===== src/rtl/init_clk_seq_pkg.sv =====
package init_clk_seq_pkg;
  localparam int unsigned ADDR_W = 8;
  localparam int unsigned DATA_W = 32;
  localparam logic [ADDR_W-1:0] OFS_CTRL = 8'h00;
  localparam logic [ADDR_W-1:0] OFS_CMD  = 8'h04;
  localparam logic [ADDR_W-1:0] OFS_STAT = 8'h08;
  localparam int unsigned INIT_BIT = 1;
  localparam int unsigned DIV_LSB  = 16;
  localparam int unsigned CC_BIT   = 0;
  localparam int unsigned TMO_BIT  = 1;

  typedef enum logic [1:0] {SEL_NONE, SEL_CTRL, SEL_CMD, SEL_STAT} reg_sel_e;
endpackage


===== src/rtl/init_regs.sv =====
module init_regs
  import init_clk_seq_pkg::*;
#(
  parameter int unsigned DIV_W = 10
) (
  input  logic              clk_i,
  input  logic              rst_ni,
  input  logic              we_i,
  input  logic [ADDR_W-1:0] addr_i,
  input  logic [DATA_W-1:0] wdata_i,
  input  logic              done_i,
  input  logic              expire_i,
  output logic              init_o,
  output logic [DIV_W-1:0]  div_o,
  output logic              cmd_wr_o,
  output logic              cc_o,
  output logic              tmo_o
);
  reg_sel_e sel;
  always_comb begin
    sel = SEL_NONE;
    if (we_i) begin
      unique case (addr_i)
        OFS_CTRL: sel = SEL_CTRL;
        OFS_CMD:  sel = SEL_CMD;
        OFS_STAT: sel = SEL_STAT;
        default:  sel = SEL_NONE;
      endcase
    end
  end

  assign cmd_wr_o = (sel == SEL_CMD);

  logic unused_wdata;
  assign unused_wdata = ^wdata_i;

  always_ff @(posedge clk_i or negedge rst_ni) begin
    if (!rst_ni) begin
      init_o <= 1'b0;
      div_o  <= '0;
    end else if (sel == SEL_CTRL) begin
      init_o <= wdata_i[INIT_BIT];
      div_o  <= wdata_i[DIV_LSB +: DIV_W];
    end
  end

  // hardware set wins over a same-cycle W1C
  always_ff @(posedge clk_i or negedge rst_ni) begin
    if (!rst_ni) begin
      cc_o  <= 1'b0;
      tmo_o <= 1'b0;
    end else begin
      if (done_i) cc_o <= 1'b1;
      else if (sel == SEL_STAT && wdata_i[CC_BIT]) cc_o <= 1'b0;
      if (expire_i) tmo_o <= 1'b1;
      else if (sel == SEL_STAT && wdata_i[TMO_BIT]) tmo_o <= 1'b0;
    end
  end
endmodule


===== src/rtl/init_clkgen.sv =====
module init_clkgen #(
  parameter int unsigned NUM_CLKS = 74,
  parameter int unsigned DIV_W    = 10,
  localparam int unsigned CNT_W   = $clog2(NUM_CLKS + 1)
) (
  input  logic             clk_i,
  input  logic             rst_ni,
  input  logic             start_i,
  input  logic             abort_i,
  input  logic [DIV_W-1:0] div_i,
  output logic             busy_o,
  output logic             card_clk_o,
  output logic             done_o
);
  logic [DIV_W-1:0] div_q, hcnt_q;
  logic [CNT_W-1:0] rise_q;
  logic             hit;

  assign hit    = (hcnt_q == div_q);
  // final falling toggle after the last rising edge
  assign done_o = busy_o & hit & card_clk_o & (rise_q == CNT_W'(NUM_CLKS));

  always_ff @(posedge clk_i or negedge rst_ni) begin
    if (!rst_ni) begin
      busy_o     <= 1'b0;
      card_clk_o <= 1'b0;
      div_q      <= '0;
      hcnt_q     <= '0;
      rise_q     <= '0;
    end else if (abort_i) begin
      busy_o     <= 1'b0;
      card_clk_o <= 1'b0;
      hcnt_q     <= '0;
      rise_q     <= '0;
    end else if (start_i) begin
      busy_o     <= 1'b1;
      card_clk_o <= 1'b0;
      div_q      <= div_i;
      hcnt_q     <= '0;
      rise_q     <= '0;
    end else if (busy_o) begin
      if (hit) begin
        hcnt_q     <= '0;
        card_clk_o <= ~card_clk_o;
        if (!card_clk_o) rise_q <= rise_q + 1'b1;
        if (done_o) busy_o <= 1'b0;
      end else begin
        hcnt_q <= hcnt_q + 1'b1;
      end
    end
  end
endmodule


===== src/rtl/init_watchdog.sv =====
module init_watchdog #(
  parameter int unsigned TIMEOUT_CYCLES = 250000,
  localparam int unsigned TMO_W         = $clog2(TIMEOUT_CYCLES + 1)
) (
  input  logic clk_i,
  input  logic rst_ni,
  input  logic start_i,
  input  logic busy_i,
  input  logic done_i,
  output logic expire_o
);
  logic [TMO_W-1:0] cnt_q;

  assign expire_o = busy_i & ~done_i & (cnt_q == TMO_W'(TIMEOUT_CYCLES - 1));

  always_ff @(posedge clk_i or negedge rst_ni) begin
    if (!rst_ni)                cnt_q <= '0;
    else if (start_i)           cnt_q <= '0;
    else if (busy_i && !done_i) cnt_q <= cnt_q + 1'b1;
  end
endmodule


===== src/rtl/init_clk_seq.sv =====
module init_clk_seq
  import init_clk_seq_pkg::*;
#(
  parameter int unsigned NUM_CLKS       = 74,
  parameter int unsigned DIV_W          = 10,
  parameter int unsigned TIMEOUT_CYCLES = 250000
) (
  input  logic        clk_i,
  input  logic        rst_ni,
  input  logic        reg_we_i,
  input  logic [7:0]  reg_addr_i,
  input  logic [31:0] reg_wdata_i,
  input  logic        power_on_i,
  output logic        init_mode_o,
  output logic        busy_o,
  output logic        card_clk_o,
  output logic        card_cmd_o,
  output logic        cc_o,
  output logic        tmo_o,
  output logic        irq_o
);
  logic [DIV_W-1:0] div;
  logic cmd_wr, done, expire, start;
  logic pwr_q, armed_q;

  init_regs #(.DIV_W(DIV_W)) u_regs (
    .clk_i, .rst_ni,
    .we_i(reg_we_i), .addr_i(reg_addr_i), .wdata_i(reg_wdata_i),
    .done_i(done), .expire_i(expire),
    .init_o(init_mode_o), .div_o(div), .cmd_wr_o(cmd_wr),
    .cc_o(cc_o), .tmo_o(tmo_o)
  );

  assign start = cmd_wr & init_mode_o & armed_q & ~busy_o;

  // arm on entry into power-on; one burst per entry
  always_ff @(posedge clk_i or negedge rst_ni) begin
    if (!rst_ni) begin
      pwr_q   <= 1'b0;
      armed_q <= 1'b0;
    end else begin
      pwr_q <= power_on_i;
      if (!power_on_i || start)   armed_q <= 1'b0;
      else if (!pwr_q)            armed_q <= 1'b1;
    end
  end

  init_clkgen #(.NUM_CLKS(NUM_CLKS), .DIV_W(DIV_W)) u_clkgen (
    .clk_i, .rst_ni,
    .start_i(start), .abort_i(expire), .div_i(div),
    .busy_o(busy_o), .card_clk_o(card_clk_o), .done_o(done)
  );

  init_watchdog #(.TIMEOUT_CYCLES(TIMEOUT_CYCLES)) u_wdog (
    .clk_i, .rst_ni,
    .start_i(start), .busy_i(busy_o), .done_i(done), .expire_o(expire)
  );

  assign card_cmd_o = 1'b1;
  assign irq_o      = (cc_o | tmo_o) & ~busy_o & ~init_mode_o;
endmodule


===== config.mk =====
export PLATFORM = sky130hd
export DESIGN_NAME = init_clk_seq
export DESIGN_NICKNAME = d
export VERILOG_FILES = /design/src/rtl/init_clk_seq_pkg.sv /design/src/rtl/init_regs.sv /design/src/rtl/init_clkgen.sv /design/src/rtl/init_watchdog.sv /design/src/rtl/init_clk_seq.sv
export SDC_FILE = /design/constraint.sdc
export NUM_CORES = 1
export LEC_CHECK = 0
export BUFFER_PORTS_ARGS = -buffer_cell sky130_fd_sc_hd__buf_2
export CORE_MARGIN = 2
export CORE_UTILIZATION = 32
export DETAILED_ROUTE_END_ITERATION = 8
export MAX_ROUTING_LAYER = met4
export REMOVE_ABC_BUFFERS = 1
export SYNTH_ARGS = -nofsm -noshare
export SYNTH_HDL_FRONTEND = slang
export SYNTH_SLANG_ARGS = --single-unit

===== constraint.sdc =====
create_clock -name clk_i -period 1.9 [get_ports clk_i]
set_clock_uncertainty 0.15 [all_clocks]
set_input_delay 0.285 -clock clk_i [delete_from_list [all_inputs] [get_ports clk_i]]
set_output_delay 0.285 -clock clk_i [all_outputs]
set_load 0.02 [all_outputs]

==> impl_metrics.env <==
export IMPL_status="finished, violations left"
export IMPL_violations="negative setup slack"
export IMPL_post_route_period_util_pct=110
export IMPL_cp_end_kind="flip-flop"
export IMPL_synth_area_leaders="dfrtp_1 48%, nand2_1 7.8%, mux2_2 3.8%, xor2_1 3.0%, a31oi_1 2.9%"
export IMPL_hold_path_class="input pin to flip-flop"
export IMPL_rows=36
export IMPL_arrival_ns=2.20
export IMPL_grt_usage_pct=16.1
export IMPL_final_hold_violation_count=0
export IMPL_final_cell_mix="64 x nand2_1, 62 x dfrtp_1, 57 x buf_4"
export IMPL_design_area_um2=4540
export IMPL_p_sw_uw=764
export IMPL_async_reset_ff_share_pct=100
export IMPL_cp_required_ns=2.02
export IMPL_hold_ws_ns=0.0132
export IMPL_power_switching_share_pct=25.0
export IMPL_fillers=961
export IMPL_io_pins=51
export IMPL_detailedPlace_worstSlack_ns=-0.264
export IMPL_intPower_mw=2.29
export IMPL_p_seq_share_pct=45.1
export IMPL_pwr_share_comb_pct=11.7
export IMPL_grt_pass1_wl_mm=13.9
export IMPL_die_area_um2=10900
export IMPL_postSynthCellCount=336
export IMPL_fin_crit_ns=2.09
export IMPL_port_buffers=29
export IMPL_cts_tree="yes"
export IMPL_clock_power_share_pct=43.3
export IMPL_synth_seq_cells=62
export IMPL_crit_fanout=7
export IMPL_criticalPathCategory="flip-flop to flip-flop"
export IMPL_timing_final_ws_setup_ns=-0.186
export IMPL_drt_first_pass_iters=5
export IMPL_finalMaxSlewViolations=0
export IMPL_leakagePower_nw=2.10
export IMPL_numClockSinks=62
export IMPL_power_density_nw_per_um2=672
export IMPL_grt_pass1_vias=2916
export IMPL_yosysSeqAreaShare_pct=47.9
export IMPL_htreeDepth=3
export IMPL_syn_area_um2=3240
export IMPL_max_freq_ghz=0.479
export IMPL_vias_per_cell=5.23
export IMPL_synthFlopType="dfrtp_1"
export IMPL_multi_input_comb_area_um2=1810
export IMPL_n_antenna_cell=0
export IMPL_synth_cell_type_count=52
export IMPL_antenna_found_initial=0
export IMPL_cap_violations=0
export IMPL_regArea_um2=1550
export IMPL_reg2reg_from="u_clkgen.div_q[0]"
export IMPL_hold_start="reg_wdata_i[25]"
export IMPL_die_y_um=105
export IMPL_insertion_delay_ns=0.35
export IMPL_antenna_left=0
export IMPL_synth_edf_count=0
export IMPL_totalPowerFinal_mw=3.05
export IMPL_r2r_end="u_clkgen.rise_q[3]"
export IMPL_reg2reg_depth=6
export IMPL_grt_max_degree=63
export IMPL_cts_buffer_depth=2
export IMPL_die_w_um=105
export IMPL_start_kind="flip-flop"
export IMPL_drc_errors=0
export IMPL_drive_above_1_share_pct=37.8
export IMPL_finalSetupViolCount=36
export IMPL_reg2reg_slack_ns=-0.19
export IMPL_syn_area_per_cell_um2=9.64
export IMPL_gp_congestion=0.879
export IMPL_nNetsFinal=480
export IMPL_yosysTopAreaCell="dfrtp_1"
export IMPL_synth_warnings=0
export IMPL_wl_per_cell_um=15.0
export IMPL_core_area_um2=9820
export IMPL_rsz0062_at_grt="yes"
export IMPL_min_to="u_regs.div_o[9]"
export IMPL_drt_iter0_drc=140
export IMPL_syn_to_final_growth_pct=40.3
export IMPL_path_clk_slew_ns=0.07
export IMPL_final_common_cell="nand2_1"
export IMPL_min_path_cells=2
export IMPL_start_util_pct=33.0
export IMPL_cts_buffers=9
export IMPL_peakVddDrop_mv=0.403
export IMPL_clk_root_buffer_cell="clkbuf_8"
export IMPL_place_area_um2=3980
export IMPL_wirelength_mm=8.53
export IMPL_num_vias=2982
export IMPL_synth_top_area_share_pct=47.9
export IMPL_hpwl_mm=5.51
export IMPL_overflow=0
-- through the flow --
step	util (%)	std cells	TNS (ns)
6_report	46.3	570	-3.61
3_5_place_dp	40.5	544	-6.84
5_1_grt	46.3	570	-6.60
2_1_floorplan	-	323	-20.24
3_3_place_gp	40.5	544	-6.26
4_1_cts	44.5	566	-2.86
-- layout make-up --
cell class,instances,share of cell area [%]
Clock buffer,11,3.11
Clock inverter,5,1.79
Timing Repair Buffer,98,16.4
Tap cell,133,3.66
Sequential cell,62,34.2
Inverter,13,1.07
Multi-Input combinational cell,248,39.8
-- per-layer routing --
| layer | GRT usage, % | up-vias | wire length (µm) |
|---|---|---|---|
| li1 | - | 1422 | - |
| met1 | 21.4 | 1469 | 3930 |
| met2 | 24.1 | 74 | 4030 |
| met3 | 1.75 | 17 | 343 |
| met4 | 8.57 | 0 | 225 |
| met5 | - | - | 0 |
-- synth_stat cells (2+ instances only) --
| library cell | n |
|---|---|
| nand2_1 | 67 |
| dfrtp_1 | 62 |
| nor2_1 | 16 |
| a31oi_1 | 15 |
| inv_1 | 12 |
| o21ai_0 | 12 |
| mux2_2 | 11 |
| nand3_1 | 11 |
| xor2_1 | 11 |
| nand4_1 | 10 |
| a21oi_1 | 9 |
| and3_1 | 9 |
| clkbuf_1 | 7 |
| o311ai_0 | 7 |
| mux2i_1 | 6 |
| nor3_1 | 6 |
| buf_2 | 5 |
| o41ai_1 | 5 |
| and2_1 | 4 |
| ha_1 | 4 |
| and4_1 | 3 |
| nand4b_1 | 3 |
| nor4_1 | 3 |
| nor4_2 | 3 |
| o31ai_1 | 3 |
| a22o_1 | 2 |
| a311o_1 | 2 |
| o22ai_1 | 2 |
| or3b_2 | 2 |
| or4_1 | 2 |
-- worst max path at each step --
stage,start,endpoint,slack (ns)
2_1_floorplan,reg_addr_i[5],u_regs.div_o[0],-0.81
3_3_place_gp,reg_addr_i[5],u_clkgen.hcnt_q[7],-0.24
3_5_place_dp,reg_addr_i[5],u_clkgen.hcnt_q[7],-0.26
4_1_cts,u_clkgen.div_q[0],u_wdog.cnt_q[13],-0.16
5_1_grt,u_clkgen.div_q[0],u_clkgen.rise_q[3],-0.25
6_report,u_clkgen.div_q[0],u_clkgen.rise_q[3],-0.19
-- registers in the layout, indices dropped and copies added, names as in the netlist --
signal,cells
u_clkgen.div_q,10
u_clkgen.hcnt_q,10
pwr_q,1
u_wdog.cnt_q,18
u_regs.tmo_o,1
u_regs.cc_o,1
u_clkgen.card_clk_o,1
u_clkgen.rise_q,7
u_regs.init_o,1
armed_q,1
u_regs.div_o,10
u_clkgen.busy_o,1
-- repair_timing --
| action | 4_1_cts | 5_1_grt |
|---|---|---|
| buffers inserted | 3 | 3 |
| hold endpoints to repair | 64 | 0 |
| endpoints found under the setup margin | 37 | 38 |
| resized for setup | 35 | 17 |
| hold buffers | 3 | 0 |
| gates cloned | 0 | 1 |
| pin swaps | 13 | 9 |
-- power by group through the flow --
stage | logic (mW) | registers, mW | clock network (mW)
floorplan | 0.143 | 1.40 | 0
global placement | 0.279 | 1.40 | 0
detailed placement | 0.285 | 1.40 | 0
CTS | 0.309 | 1.37 | 1.34
global route | 0.391 | 1.38 | 1.41
finish | 0.356 | 1.38 | 1.32
-- cells by family (layout without fill, tap and decap cells) --
family | count (synthesis) | in the layout | share of synthesized area (%)
muxes | 17 | 17 | 5.68
other | 1 | 1 | 0.116
buffers and inverters | 26 | 127 | 3.32
xor gates and xnor gates | 12 | 12 | 3.25
adders and majority gates | 4 | 4 | 1.55
AOI/OAI and AO/OA | 67 | 67 | 14.4
and+or+nand+nor | 147 | 147 | 23.8
DFF | 62 | 62 | 47.9
-- critical path, stage by stage, from the launching register on --
cell and delay, ns:
dfrtp_1 0.40, xor2_1 0.17, nor4_2 0.34, buf_4 0.20, nand4_1 0.15, a211o_4 0.44
a21oi_2 0.16
Power figures use the tool's default switching activity.
